$ cat config.mk
export PLATFORM = sky130hd
export DESIGN_NAME = noise_voice
export DESIGN_NICKNAME = d
export VERILOG_FILES = /design/src/rtl/noise_pkg.sv /design/src/rtl/noise_timer_lfsr.sv /design/src/rtl/noise_envelope.sv /design/src/rtl/noise_length.sv /design/src/rtl/noise_voice.sv
export SDC_FILE = /design/constraint.sdc
export NUM_CORES = 1
export LEC_CHECK = 0
export BUFFER_PORTS_ARGS = -buffer_cell sky130_fd_sc_hd__buf_2
export CAP_MARGIN = 20
export CORE_MARGIN = 1
export CORE_UTILIZATION = 35
export CTS_CLUSTER_DIAMETER = 120
export CTS_CLUSTER_SIZE = 12
export DETAILED_ROUTE_END_ITERATION = 10
export PLACE_DENSITY = 0.62
export SYNTH_ARGS = -nofsm -noshare
export SYNTH_HDL_FRONTEND = slang
export SYNTH_SLANG_ARGS = --single-unit
$ cat constraint.sdc
create_clock -name clk_i -period 5.2 [get_ports clk_i]
set_input_delay 0.52 -clock clk_i [delete_from_list [all_inputs] [get_ports clk_i]]
set_output_delay 0.52 -clock clk_i [all_outputs]
set_load 0.01 [all_outputs]
$ cat src/rtl/noise_pkg.sv
package noise_pkg;

   localparam int unsigned TBL_PERIOD_W = 12;
   localparam int unsigned TBL_LEN_W    = 8;

   typedef struct packed {
      logic       loop_halt;
      logic       const_vol;
      logic [3:0] vol;
   } vol_ctrl_t;

   typedef struct packed {
      logic       short_mode;
      logic [3:0] pidx;
   } rate_ctrl_t;

   function automatic logic [TBL_PERIOD_W-1:0] period_of(input logic [3:0] idx);
      logic [TBL_PERIOD_W-1:0] p;
      case (idx)
         4'd0:  p = 12'd4;
         4'd1:  p = 12'd8;
         4'd2:  p = 12'd16;
         4'd3:  p = 12'd32;
         4'd4:  p = 12'd64;
         4'd5:  p = 12'd96;
         4'd6:  p = 12'd128;
         4'd7:  p = 12'd160;
         4'd8:  p = 12'd202;
         4'd9:  p = 12'd254;
         4'd10: p = 12'd380;
         4'd11: p = 12'd508;
         4'd12: p = 12'd762;
         4'd13: p = 12'd1016;
         4'd14: p = 12'd2034;
         default: p = 12'd4068;
      endcase
      return p;
   endfunction

   function automatic logic [TBL_LEN_W-1:0] length_of(input logic [4:0] idx);
      logic [TBL_LEN_W-1:0] v;
      logic [2:0] m;
      m = idx[3:1];
      if (idx[0]) begin
         v = (idx == 5'd1) ? 8'd254 : {3'd0, idx} - 8'd1;
      end else begin
         case (m)
            3'd5:    v = idx[4] ? 8'd72 : 8'd60;
            3'd6:    v = idx[4] ? 8'd16 : 8'd14;
            3'd7:    v = idx[4] ? 8'd32 : 8'd26;
            default: v = (idx[4] ? 8'd12 : 8'd10) << m;
         endcase
      end
      return v;
   endfunction

endpackage

$ cat src/rtl/noise_timer_lfsr.sv
module noise_timer_lfsr #(
   parameter int unsigned LFSR_W    = 15,
   parameter int unsigned TMR_W     = 12,
   parameter int unsigned TAP_LONG  = 1,
   parameter int unsigned TAP_SHORT = 6
) (
   input  logic             clk_i,
   input  logic             rst_ni,
   input  logic             tick_i,
   input  logic             short_mode_i,
   input  logic [TMR_W-1:0] period_i,
   output logic             bit0_o
);

   if (TAP_LONG == 0 || TAP_LONG >= LFSR_W) begin : g_bad_long
      $error("noise_timer_lfsr: TAP_LONG out of range");
   end
   if (TAP_SHORT == 0 || TAP_SHORT >= LFSR_W) begin : g_bad_short
      $error("noise_timer_lfsr: TAP_SHORT out of range");
   end

   logic [TMR_W-1:0]  cnt_q;
   logic [LFSR_W-1:0] sr_q;
   logic              fb;
   logic              expire;

   assign expire = tick_i && (cnt_q == '0);
   assign fb     = sr_q[0] ^ (short_mode_i ? sr_q[TAP_SHORT] : sr_q[TAP_LONG]);

   always_ff @(posedge clk_i or negedge rst_ni) begin
      if (!rst_ni) begin
         cnt_q <= '0;
         sr_q  <= LFSR_W'(1);
      end else if (tick_i) begin
         if (expire) begin
            cnt_q <= period_i;
            sr_q  <= {fb, sr_q[LFSR_W-1:1]};
         end else begin
            cnt_q <= cnt_q - 1'b1;
         end
      end
   end

   assign bit0_o = sr_q[0];

   // the shift register can never reach the all-zero lock-up state
   a_r3_lfsr_nonzero: assert property (@(posedge clk_i) disable iff (!rst_ni)
      sr_q != '0);
   // without a timer tick the shift register holds
   a_r9_lfsr_hold: assert property (@(posedge clk_i) disable iff (!rst_ni)
      !tick_i |=> $stable(sr_q));
   // a tick with a non-zero count only counts down
   a_r2_count_down: assert property (@(posedge clk_i) disable iff (!rst_ni)
      (tick_i && cnt_q != '0) |=> (cnt_q == $past(cnt_q) - 1'b1) && $stable(sr_q));

endmodule

$ cat src/rtl/noise_envelope.sv
module noise_envelope #(
   parameter int unsigned VOL_W = 4
) (
   input  logic             clk_i,
   input  logic             rst_ni,
   input  logic             restart_i,
   input  logic             qtick_i,
   input  logic             loop_i,
   input  logic [VOL_W-1:0] rate_i,
   output logic [VOL_W-1:0] level_o
);

   localparam logic [VOL_W-1:0] LVL_MAX = '1;

   logic             arm_q;
   logic [VOL_W-1:0] div_q;
   logic [VOL_W-1:0] lvl_q;

   always_ff @(posedge clk_i or negedge rst_ni) begin
      if (!rst_ni) begin
         arm_q <= 1'b0;
         div_q <= '0;
         lvl_q <= '0;
      end else begin
         if (qtick_i) begin
            if (arm_q) begin
               div_q <= rate_i;
               lvl_q <= LVL_MAX;
            end else if (div_q != '0) begin
               div_q <= div_q - 1'b1;
            end else begin
               div_q <= rate_i;
               if (lvl_q != '0)  lvl_q <= lvl_q - 1'b1;
               else if (loop_i)  lvl_q <= LVL_MAX;
            end
         end
         if (restart_i)    arm_q <= 1'b1;
         else if (qtick_i) arm_q <= 1'b0;
      end
   end

   assign level_o = lvl_q;

   // the level moves only on a quarter-frame tick
   a_r8_level_hold: assert property (@(posedge clk_i) disable iff (!rst_ni)
      !qtick_i |=> $stable(lvl_q));
   // an armed restart lands the level at full scale
   a_r8_restart_full: assert property (@(posedge clk_i) disable iff (!rst_ni)
      (arm_q && qtick_i) |=> lvl_q == LVL_MAX);

endmodule

$ cat src/rtl/noise_length.sv
module noise_length #(
   parameter int unsigned LEN_W = 8
) (
   input  logic             clk_i,
   input  logic             rst_ni,
   input  logic             en_i,
   input  logic             load_i,
   input  logic [LEN_W-1:0] load_val_i,
   input  logic             htick_i,
   input  logic             halt_i,
   output logic             active_o
);

   logic [LEN_W-1:0] cnt_q;

   always_ff @(posedge clk_i or negedge rst_ni) begin
      if (!rst_ni)                          cnt_q <= '0;
      else if (!en_i)                       cnt_q <= '0;
      else if (load_i)                      cnt_q <= load_val_i;
      else if (htick_i && !halt_i && cnt_q != '0) cnt_q <= cnt_q - 1'b1;
   end

   assign active_o = (cnt_q != '0);

   // a low enable empties the counter on the next edge
   a_r7_disable_clears: assert property (@(posedge clk_i) disable iff (!rst_ni)
      !en_i |=> !active_o);
   // halt freezes the counter when nothing is loaded
   a_r6_halt_freeze: assert property (@(posedge clk_i) disable iff (!rst_ni)
      (en_i && halt_i && !load_i) |=> $stable(cnt_q));
   // the counter never wraps below zero
   a_r6_no_underflow: assert property (@(posedge clk_i) disable iff (!rst_ni)
      (cnt_q == '0 && !load_i) |=> cnt_q == '0);

endmodule

$ cat src/rtl/noise_voice.sv
module noise_voice #(
   parameter int unsigned LFSR_W    = 15,
   parameter int unsigned TMR_W     = 12,
   parameter int unsigned LEN_W     = 8,
   parameter int unsigned TAP_LONG  = 1,
   parameter int unsigned TAP_SHORT = 6,
   parameter bit          OUT_REG   = 1'b0
) (
   input  logic       clk_i,
   input  logic       rst_ni,
   input  logic       wr_en_i,
   input  logic [1:0] wr_addr_i,
   input  logic [7:0] wr_data_i,
   input  logic       chan_en_i,
   input  logic       tmr_tick_i,
   input  logic       qtr_tick_i,
   input  logic       half_tick_i,
   output logic [3:0] amp_o,
   output logic       len_active_o
);
   import noise_pkg::*;

   localparam int unsigned VOL_W = 4;

   if (TMR_W < TBL_PERIOD_W) begin : g_bad_tmr
      $error("noise_voice: TMR_W narrower than the period table");
   end
   if (LEN_W < TBL_LEN_W) begin : g_bad_len
      $error("noise_voice: LEN_W narrower than the length table");
   end

   vol_ctrl_t  vctl_q;
   rate_ctrl_t rctl_q;
   logic       wr_vol, wr_rate, wr_len;

   assign wr_vol  = wr_en_i && (wr_addr_i == 2'd0);
   assign wr_rate = wr_en_i && (wr_addr_i == 2'd2);
   assign wr_len  = wr_en_i && (wr_addr_i == 2'd3);

   always_ff @(posedge clk_i or negedge rst_ni) begin
      if (!rst_ni) begin
         vctl_q <= '0;
         rctl_q <= '0;
      end else begin
         if (wr_vol)  vctl_q <= '{loop_halt: wr_data_i[5], const_vol: wr_data_i[4], vol: wr_data_i[3:0]};
         if (wr_rate) rctl_q <= '{short_mode: wr_data_i[7], pidx: wr_data_i[3:0]};
      end
   end

   logic             sr_bit0;
   logic [VOL_W-1:0] env_lvl;
   logic             len_act;
   logic [VOL_W-1:0] amp_d;

   noise_timer_lfsr #(
      .LFSR_W(LFSR_W), .TMR_W(TMR_W), .TAP_LONG(TAP_LONG), .TAP_SHORT(TAP_SHORT)
   ) u_tmr (
      .clk_i        (clk_i),
      .rst_ni       (rst_ni),
      .tick_i       (tmr_tick_i),
      .short_mode_i (rctl_q.short_mode),
      .period_i     (TMR_W'(period_of(rctl_q.pidx))),
      .bit0_o       (sr_bit0)
   );

   noise_envelope #(.VOL_W(VOL_W)) u_env (
      .clk_i     (clk_i),
      .rst_ni    (rst_ni),
      .restart_i (wr_len),
      .qtick_i   (qtr_tick_i),
      .loop_i    (vctl_q.loop_halt),
      .rate_i    (vctl_q.vol),
      .level_o   (env_lvl)
   );

   noise_length #(.LEN_W(LEN_W)) u_len (
      .clk_i      (clk_i),
      .rst_ni     (rst_ni),
      .en_i       (chan_en_i),
      .load_i     (wr_len),
      .load_val_i (LEN_W'(length_of(wr_data_i[7:3]))),
      .htick_i    (half_tick_i),
      .halt_i     (vctl_q.loop_halt),
      .active_o   (len_act)
   );

   always_comb begin
      if (!len_act || sr_bit0) amp_d = '0;
      else if (vctl_q.const_vol) amp_d = vctl_q.vol;
      else                       amp_d = env_lvl;
   end

   if (OUT_REG) begin : g_out_reg
      always_ff @(posedge clk_i or negedge rst_ni) begin
         if (!rst_ni) begin
            amp_o        <= '0;
            len_active_o <= 1'b0;
         end else begin
            amp_o        <= amp_d;
            len_active_o <= len_act;
         end
      end
   end else begin : g_out_comb
      assign amp_o        = amp_d;
      assign len_active_o = len_act;

      // a sounding output always implies a live length counter
      a_r4_gate_len: assert property (@(posedge clk_i) disable iff (!rst_ni)
         (amp_o != '0) |-> len_active_o);
      // a load while disabled never lights the length flag
      a_r5_no_load_off: assert property (@(posedge clk_i) disable iff (!rst_ni)
         (!chan_en_i) |=> !len_active_o);
   end

endmodule

Word level (Yosys, flattened, before mapping)
Memory sizes are Yosys's and may differ from the RTL's.
Index checks and enable logic that the tools add are counted.
{"block": "op_classes", "muxes": 22, "reduce_logical": 18, "bitwise_logic": 1, "addsub": 5, "n_eq_ne": 8, "shift": 1}
{"operator": "$mux 8", "count": 5}
{"operator": "$mux 4", "count": 8}
{"operator": "$pmux 8 s3", "count": 1}
{"operator": "$logic_not 12->1", "count": 1}
{"operator": "$mux 12", "count": 1}
{"operator": "$sub 12x1->12 const B", "count": 1}
{"operator": "$eq 3x3->1 const B", "count": 3}
{"operator": "$reduce_bool 4->1", "count": 2}
{"operator": "$reduce_bool 8->1", "count": 1}
{"operator": "$shl 4x3->8", "count": 1}
{"operator": "$sub 4x1->4 const B", "count": 2}
{"operator": "$sub 8x1->8 const B", "count": 1}
{"operator": "$mux 7", "count": 1}
{"operator": "$logic_and 1x1->1", "count": 6}
{"operator": "$mux 6", "count": 1}
{"operator": "$sub 5x1->6 const B", "count": 1}
{"operator": "$eq 5x1->1 const B", "count": 1}
{"operator": "$mux 5", "count": 1}
{"operator": "$eq 2x2->1 const B", "count": 2}
{"operator": "$mux 1", "count": 3}
{"operator": "$mux 3", "count": 1}
{"operator": "$ne 3x1->1 const B", "count": 1}
{"operator": "$reduce_and 3->1", "count": 1}
{"operator": "$reduce_bool 3->1", "count": 1}
{"operator": "7 further kinds", "count": 8}
{"block": "totals", "output_inout_bits": 5, "memories": 1, "in_bits": 17, "word_cells": 67, "rom_bits": 176, "ff_bits": 55}
{"memory": "(name not given)", "depth": 16, "width": 11, "read_ports": 1, "rd_ports_with_merged_regs": 0, "wr": 0, "line_no": "noise_pkg.sv:19", "source": "case (idx)"}

Longest topological paths before layout
Gate-level depths: netlist (run 1).
{"block": "logic_depth", "word_depth": 6, "depth_mapped": 8, "mapped_depth_nobuf": 7}

Hierarchy
A second synthesis (run 1) with hierarchy kept.
{"block": "hier_totals", "hier_cells": 363, "area_unflattened_um2": 3433.3}
{"module": "noise_timer_lfsr", "area_each_um2": 1348.8, "cells_each": 121, "n_inst": 1, "seq_area_each_um2": 676.9}
{"module": "noise_voice", "area_each_um2": 1033.5, "cells_each": 121, "n_inst": 1, "seq_area_each_um2": 275.3}
{"module": "noise_envelope", "area_each_um2": 554.3, "cells_each": 61, "n_inst": 1, "seq_area_each_um2": 225.2}
{"module": "noise_length", "area_each_um2": 496.7, "cells_each": 60, "n_inst": 1, "seq_area_each_um2": 200.2}

Worst setup path before layout (run 1)
OpenSTA, ideal clock, no wires.
{"block": "synth_path", "kind": "flip-flop to output port", "start": "register u_len.cnt_q[0]", "end": "output port amp_o[0]", "path_buffers": 0, "path_stages_with_launch": 7, "required_ps": 4680, "arrival_time_ps": 1280, "path_slack_ps": 3400, "path_cell_list": "dfrtp_1 inv_1 ha_1 nor3b_1 nand2_1 nand2b_1 nor2_1"}
{"block": "synth_between", "elab_chain_len": 4}
{"element": "start: declaration", "line_no": "noise_length.sv:14", "source": "logic [LEN_W-1:0] cnt_q;"}
{"element": "start signal: assignment", "line_no": "noise_length.sv:19", "source": "else if (load_i) cnt_q <= load_val_i;"}
{"element": "start signal: assignment", "line_no": "noise_length.sv:20", "source": "else if (htick_i && !halt_i && cnt_q != '0) cnt_q <= cnt_q - 1'b1;"}
{"element": "$reduce_bool 8->1", "line_no": "noise_length.sv:23", "source": "assign active_o = (cnt_q != '0);"}
{"element": "named net len_active_o", "line_no": "noise_voice.sv:19", "source": "output logic len_active_o"}
{"element": "$logic_not 1->1", "line_no": "noise_voice.sv:88", "source": "if (!len_act || sr_bit0) amp_d = '0;"}
{"element": "$logic_or 1x1->1", "line_no": "noise_voice.sv:88"}
{"element": "$mux 4", "line_no": "noise_voice.sv:88"}
{"element": "end: declaration", "line_no": "noise_voice.sv:18", "source": "output logic [3:0] amp_o,"}
The timed path passes the listed nets, and every way through them passes these cells.

Final worst setup path (run 1)
{"block": "layout_path", "start": "register u_len.cnt_q[0]", "end": "output port amp_o[3]"}
{"block": "layout_between", "elab_chain_len": 4}
{"element": "$reduce_bool 8->1", "line_no": "noise_length.sv:23"}
{"element": "$logic_not 1->1", "line_no": "noise_voice.sv:88"}
{"element": "$logic_or 1x1->1", "line_no": "noise_voice.sv:88"}
{"element": "$mux 4", "line_no": "noise_voice.sv:88"}
Every way passes these cells.

==> results of run 1 <==
[layout by cell type (no fill, tap or decap), drive strengths merged, types with 2 or more instances in the layout]
cell type	count
nand2	30
nor2	28
a21o	2
mux2i	11
nor4	3
dfrtp	54
nor3b	5
nand3	12
nand4	5
nor3	13
a21boi	2
nand3b	4
nor2b	2
and3	4
a31o	2
a22oi	2
o21ai	29
a31oi	6
o22ai	6
o31ai	2
o211ai	2
nand2b	4
inv	18
ha	11
nand4b	2
mux2	22
clkbuf	6
buf	22
o41ai	2
a211oi	2
xnor2	3
a21oi	22
xor2	5
[registers in the layout (all words and copies together) (netlist names)]
| name | count |
|---|---|
| u_tmr.cnt_q | 12 |
| rctl_q | 5 |
| u_env.div_q | 4 |
| u_env.level_o | 4 |
| u_env.arm_q | 1 |
| u_tmr.sr_q | 15 |
| u_len.cnt_q | 8 |
| vctl_q | 6 |
[worst reg2reg max path, cell delays in order, from the launching register on]
cell,delay [ns]
dfrtp_1,0.46
nor4_4,0.52
nand4_4,0.60
nor3b_1,0.36
a21oi_1,0.10
o21ai_0,0.08
[how the worst max path moves through the flow]
| stage | end | slack [ns] | cells after the start |
|---|---|---|---|
| 2_1_floorplan | amp_o[0] | 3.40 | 6 |
| 3_3_place_gp | u_tmr.cnt_q[9]$_DFFE_PN0P_ | 2.94 | 6 |
| 3_5_place_dp | u_tmr.cnt_q[9]$_DFFE_PN0P_ | 2.90 | 6 |
| 4_1_cts | amp_o[3] | 2.76 | 7 |
| 5_1_grt | amp_o[3] | 2.65 | 7 |
| 6_report | amp_o[3] | 2.80 | 7 |
[final cells by class]
class                      instances  area (sq um)
clock buffer                       6          72.6
clock inverter                     2          37.5
fill                             940          5600
inverter                          19          71.3
multi-input combinational        259          1790
sequential                        55          1380
tap                              111           139
timing repair buffer              22           113
[per-stage QoR]
step | utilization, % | hold slack [ns] | power (W)
global route | 39.2 | 0.388 | 0.00159
finish | 39.2 | 0.321 | 0.00147
CTS | 39.2 | 0.355 | 0.00148
floorplan | - | 0.224 | 0.00103
global placement | 38.0 | 0.462 | 0.00117
detailed placement | 38.0 | 0.484 | 0.00119
[layer usage]
metal / up-vias / track usage (%)
li1: 1285 / -
met1: 1227 / 21.9
met2: 46 / 22.6
met3: 9 / 2.74
met4: 0 / 3.96
met5: - / 0
[cell families (layout without fill, tap and decap cells)]
kind of cell             Yosys count  after routing  share of synthesized area, %
XOR/XNOR                           8              8                          2.11
adder cells (fa/ha/maj)           11             11                          4.14
buffers and inverters             36             49                          4.60
AO/OA/AOI/OAI                     90             90                          16.8
multiplexers                      33             33                          12.0
AND/OR/NAND/NOR                  117            117                          18.8
flip-flops                        55             55                          41.5
[synthesized netlist by cell type, types with 2 or more instances]
| master | count |
|---|---|
| dfrtp_1 | 54 |
| nand2_1 | 30 |
| nor2_1 | 28 |
| o21ai_0 | 28 |
| a21oi_1 | 21 |
| inv_1 | 18 |
| nand3_1 | 12 |
| nor3_1 | 12 |
| clkbuf_1 | 11 |
| ha_1 | 11 |
| mux2_2 | 11 |
| mux2_4 | 11 |
| mux2i_1 | 11 |
| a31oi_1 | 6 |
| o22ai_1 | 6 |
| xor2_1 | 5 |
| and3_1 | 4 |
| nand2b_1 | 4 |
| nand3b_1 | 4 |
| nand4_1 | 4 |
| nor3b_1 | 4 |
| xnor2_1 | 3 |
| a211oi_1 | 2 |
| a21boi_0 | 2 |
| a21o_1 | 2 |
| a22oi_1 | 2 |
| a31o_2 | 2 |
| buf_1 | 2 |
| buf_2 | 2 |
| buf_6 | 2 |
| nand4b_1 | 2 |
| nor2b_1 | 2 |
| o211ai_1 | 2 |
| o31ai_1 | 2 |
| o41ai_1 | 2 |
[power groups by stage]
stage	combinational, W	clock [W]	sequential, W
6_report	0.000515	0.000288	0.000666
5_1_grt	0.000591	0.000310	0.000687
4_1_cts	0.000519	0.000295	0.000665
3_5_place_dp	0.000517	0	0.000673
3_3_place_gp	0.000503	0	0.000668
2_1_floorplan	0.000408	0	0.000627
==> metrics.yaml, run 1 <==
netlist_top_cells_area: "dfrtp_1 41%, mux2_4 5.0%, o21ai_0 4.2%"
reg2reg_slack_ns: 2.96
synth_top_area_share_pct: 40.7
rows: 35
wl_met2_mm: 3.00
maxUsedRoutingLayer: "met4"
fin_crit_ns: 2.40
postCtsSetupBuffers: 0
gr-usage-all-layers_pct: 14.9
wl_met3_microns: 197
clkSinkCount: 55
power_frac_comb_pct: 35.1
r2r-start: "u_tmr.cnt_q[7]$_DFFE_PN0P_"
yosysTopAreaCell: "dfrtp_1"
die_h_microns: 99.4
syn_area_per_cell_sq_um: 9.49
antenna_cells: 0
tns_ns: 0
cp_slowest_stage_delay_ns: 0.41
ir_drop_mv: 0.170
cp_top_family: "simple AND/OR/NAND/NOR gates"
yosysWarnings: 0
cts_buffers: 5
crit_buf_inv: 2
grt_antenna_before_repair: 0
skew_ns: 0.0132
crit_type: "flop to output port"
drive_gt1_share_pct: 16.8
die_x_microns: 99.4
dp_cells: 466
initial_core_util_pct: 36.1
placedInstanceArea_sq_um: 3490
timing.final.crit_share_pct: 46.2
cellPowerDensity_nw_per_um2: 408
p_seq_share_pct: 45.3
core_sq_um: 9200
synth-edff-count: 0
insertion_delay_ns: 0.32
final_antenna_net_count: 0
synth.distinct_cells: 61
fp.dieArea_sq_um: 9880
first_global_vias: 2485
status: "completed"
grt_max_degree: 56
clk_pin_slew_ns: 0.11
cp-startpoint: "u_len.cnt_q[0]$_DFFE_PN0P_"
grt_pass1_wl_mm: 12.0
drcViolationCount: 0
dp_hpwl_mm: 4.91
endpoint_kind: "output port"
fmax_ghz: 0.416
wirelength_mm: 6.89
maxCapViolations: 0
netlist_area_sq_um: 3320
place_ws_ns: 2.90
netSwitchingPower_w: 0.000569
wl_per_cell_microns: 14.5
htree_levels: 2
num-nets-final: 390
ios: 22
hold_violations: 0
crit_chain: "inv_1 -> ha_1 -> nor3b_1 -> nand2_1 -> nand2b_1 -> nor2_1 -> buf_2"
rr_endpoint: "u_tmr.cnt_q[9]$_DFFE_PN0P_"
synth_seq_area_share_pct: 41.5
cts-root-buf: "clkbuf_8"
cts_hold_buf: 0
worstSetupStartpointType: "flop"
via_per_inst: 5.42
postSynthCellCount: 350
min_path_type: "input pin to asynchronous set/reset pin"
area_growth_pct: 8.44
layout.cells.non_filler: 474
grt_overflow: 0
grt_setup_unrepaired: "false"
tightest_slew_ns: 0.919
crit_fanout: 4
finalWorstSetupSlack_ns: 2.80
ctsResizeCount: 0
slew_viol_final: 0
critPathSlowestCell: "dfrtp_1"
async_reset_ff_share_pct: 100
cts_buffer_depth: 2
port_buffers: 21
cts_tree: "done"
arrival_ns: 1.88
place.gp.congestion: 0.888
max-slew-margin-rel_pct: 38.2
r2r_cells: 5
drtPass1Iterations: 4
p_clk_share_pct: 19.6
p_int_w: 0.000899
cp_data_required_time_ns: 4.68
switching_share_pct: 38.8
setup_viol: 0
wl_met1_mm: 3.60
final_cell_area_sq_um: 3600
ys.flop_type: "dfrtp_1"
leakagePower_nw: 1.65
drt_iter0_markers: 85
synth_nets: 378
num_vias: 2567
synth_seq_cells: 55
Power figures use the tool's default switching activity.
==> run 2: changes to the inputs <==
- ABC_AREA: default -> 1
- clock period: 5.2 -> 2.45 ns (I/O delays scaled with it)
==> metrics.yaml, run 2 <==
status: "completed"
nFillCells: 1028  # +9.4%
rows: 36  # +2.9%
grt_use_met1_pct: 23.4  # +1.5 points
p_int_w: 0.00204  # +130%
ios: 22  # unchanged
initial_core_util_pct: 36.4  # +0.27 points
dp_hpwl_mm: 5.96  # +22%
gr-usage-all-layers_pct: 16.3  # +1.4 points
ys_top_cells_by_count: "166 x nand2_1, 62 x inv_1, 56 x nor2_1"
crit_type: "flop to output port"
cp_data_required_time_ns: 2.20  # -2.48 ns
hold_violations: 0  # unchanged
tns_ns: 0  # unchanged
synth_seq_area_share_pct: 38.4  # -3.1 points
arrival_ns: 1.70  # -0.18 ns
core_sq_um: 9860  # +7.3%
ctsResizeCount: 0  # unchanged
postCtsSetupBuffers: 0  # unchanged
seqCellArea_sq_um: 1380  # unchanged
tightest_slew_ns: 0.635  # -0.284 ns
cp_top_family: "simple AND/OR/NAND/NOR gates"
grt_pass1_wl_mm: 13.7  # +14%
final_cell_mix: "166 x nand2_1, 62 x inv_1, 56 x nor2_1"
power_w: 0.00351  # +140%
worstSetupStartpointType: "flop"
synth-edff-count: 0  # unchanged
final_common_cell: "nand2_1"
maxCapViolations: 0  # unchanged
switching_share_pct: 41.9  # +3.1 points
p_clk_share_pct: 18.8  # -0.8 points
fmax_ghz: 0.515
htree_levels: 2  # unchanged
multi_input_area_sq_um: 1870  # +4.3%
slew_viol_final: 0  # unchanged
netlist_top_cells_area: "dfrtp_1 38%, nand2_1 17%, inv_1 6.5%"
largest_reg_flops: 15  # unchanged
crit_fanout: 5  # +1
cts_buffer_depth: 2  # unchanged
drive_gt1_share_pct: 9.72  # -7.1 points
timing.final.crit_share_pct: 79.2
drcViolationCount: 0  # unchanged
netlist_area_sq_um: 3590  # +8.1%
gr-usage-met2_pct: 25.8  # +3.2 points
synth_top_area_share_pct: 37.7  # -3.0 points
wirelength_mm: 7.90  # +15%
drt_iter0_markers: 168  # +98%
min_path_type: "input pin to flop"
yosysWarnings: 0  # unchanged
grt_antenna_before_repair: 0  # unchanged
port_buffers: 21  # unchanged
clkSinkCount: 55  # unchanged
wl_per_cell_microns: 11.7  # -20%
layout.cells.non_filler: 678  # +43%
ir_drop_mv: 0.441  # +160%
via_per_inst: 4.76  # -12%
cts-root-buf: "clkbuf_8"
synth_seq_cells: 55  # unchanged
leakagePower_nw: 2.06  # +25%
grt_overflow: 0  # unchanged
first_global_vias: 2915  # +17%
place.gp.congestion: 0.890  # +0.30%
max-slew-margin-rel_pct: 57.6  # +19 points
skew_ns: 0.00819  # -0.00503 ns
grt_max_degree: 30  # -46%
crit_chain: "inv_1 -> ha_1 -> inv_1 -> nor2_1 -> nand2_2 -> inv_1 -> or2_1 -> nor2_1 -> buf_2"
setup_viol: 0  # unchanged
syn_area_per_cell_sq_um: 6.82  # -28%
worst_path_most_repeated_cell: "inv_1"
reg_top3: "u_tmr.sr_q x15, u_tmr.cnt_q x12, u_len.cnt_q x8"
met3_usage_pct: 2.76  # +0.015 points
num_vias: 3227  # +26%
cellPowerDensity_nw_per_um2: 892  # +120%
drtPass1Iterations: 5  # +1
fin_crit_ns: 1.94
cts_buffers: 5  # unchanged
fp.dieArea_sq_um: 10700  # +7.9%
synth.distinct_cells: 32  # -48%
grt-busiest-layer: "met2"
async_reset_ff_share_pct: 100  # unchanged
final_core_util_pct: 39.9  # +0.76 points
dp_cells: 669  # +44%
yosysMostFrequentCell: "nand2_1"
final_antenna_net_count: 0  # unchanged
endpoint_kind: "output port"
worst_hold_slack_ns: 0.185  # -0.136 ns
clk_pin_slew_ns: 0.11  # about the same
ys.flop_type: "dfrtp_1"
synth_nets: 554  # +47%
die_x_microns: 103  # +3.9%
die_h_microns: 103  # +3.9%
area_growth_pct: 9.73
postSynthCellCount: 526  # +50%
insertion_delay_ns: 0.32  # about the same
antenna_cells: 0  # unchanged
cts_hold_buf: 1  # +1
power_frac_comb_pct: 40.8  # +5.7 points
p_seq_share_pct: 40.4  # -4.9 points
num-nets-final: 572  # +47%
cts_tree: "done"
cp_slowest_stage_delay_ns: 0.34  # -0.07 ns
netSwitchingPower_w: 0.00147  # +160%
crit_buf_inv: 4  # +2
yosysTopAreaCell: "dfrtp_1"
top_register: "u_tmr.sr_q"
critPathSlowestCell: "dfrtp_1"
grt_setup_unrepaired: "false"
## run 2: changes by cell type in the layout (fill, tap and decap cells not counted), moves of 9 or more
cell,before,now
inv_1,18,62
mux2_2,11,0
mux2_4,11,0
mux2i_1,11,0
nand2_1,30,166
nand3_1,12,37
nor2_1,28,56
nor3_1,12,3
o21ai_0,28,38
o21ai_1,1,14
## run 2: final timing paths
| check | slack [ns] | cells after the start | startpoint | end |
|---|---|---|---|---|
| min | 0.18 | 3 | wr_data_i[0] | vctl_q[0]$_DFFE_PN0P_ |
| min in group asynchronous | 0.48 | 2 | rst_ni | u_tmr.cnt_q[4]$_DFFE_PN0P_ |
| max | 0.51 | 9 | u_len.cnt_q[0]$_DFFE_PN0P_ | amp_o[3] |
| min reg2reg | 0.50 | 2 | u_env.level_o[2]$_DFFE_PN0P_ | u_env.level_o[2]$_DFFE_PN0P_ |
| max reg2reg | 0.69 | 8 | u_tmr.cnt_q[0]$_DFFE_PN0P_ | u_tmr.cnt_q[1]$_DFFE_PN0P_ |
| max in group asynchronous | 1.33 | 3 | rst_ni | u_tmr.sr_q[0]$_DFFE_PN1P_ |
## run 2: power by group through the flow
stage / combinational (W) / clock (W) / sequential, W
after floorplan: 0.00114 / 0 / 0.00135
after global placement: 0.00140 / 0 / 0.00143
after detailed placement: 0.00143 / 0 / 0.00143
after CTS: 0.00144 / 0.000676 / 0.00142
after global routing: 0.00167 / 0.000705 / 0.00146
final: 0.00143 / 0.000661 / 0.00142
## run 2: cell families (layout without fill, tap and decap cells)
family                     count (synthesis)  after routing  share of synthesized area (%)
and+or+nand+nor                          294            294                           35.1
buffers and inverters                     82            101                           9.55
AOI/OAI and AO/OA                         76             76                           11.1
DFF                                       55             55                           38.4
adders and majority gates                 11             11                           3.84
xor gates and xnor gates                   8              8                           1.95
## run 2: per-stage QoR
stage	setup WS (ns)	area, sq um
detailed placement	0.693	3810
finish	0.508	3940
global route	0.392	3940
global placement	0.747	3810
CTS	0.499	3940
floorplan	1.01	3590
## run 2: layout make-up
type                    instances  area share [%]
clock buffers                   6            2.10
clock inverters                 2           0.985
inverters                      69            6.64
multi-input cells             389            47.4
flip-flops and latches         55            35.0
well taps                     133            4.23
repair buffers                 24            3.62
## run 2: routing by layer
metal / up-vias / wire (microns) / share of wire [%]
met2: 53 / 3520 / 45
met3: 4 / 276 / 3.5
met5: - / 0 / 0
met4: 0 / 49 / 0.62
li1: 1709 / - / -
met1: 1461 / 4050 / 51
## run 2: worst register-to-register path, cell delays in order (launching register included)
cell	delay (ns)
dfrtp_1	0.41
inv_1	0.16
ha_1	0.23
nand3_2	0.11
nor2_4	0.12
nand2_2	0.24
nand2_1	0.22
or2_1	0.12
nand3_1	0.05
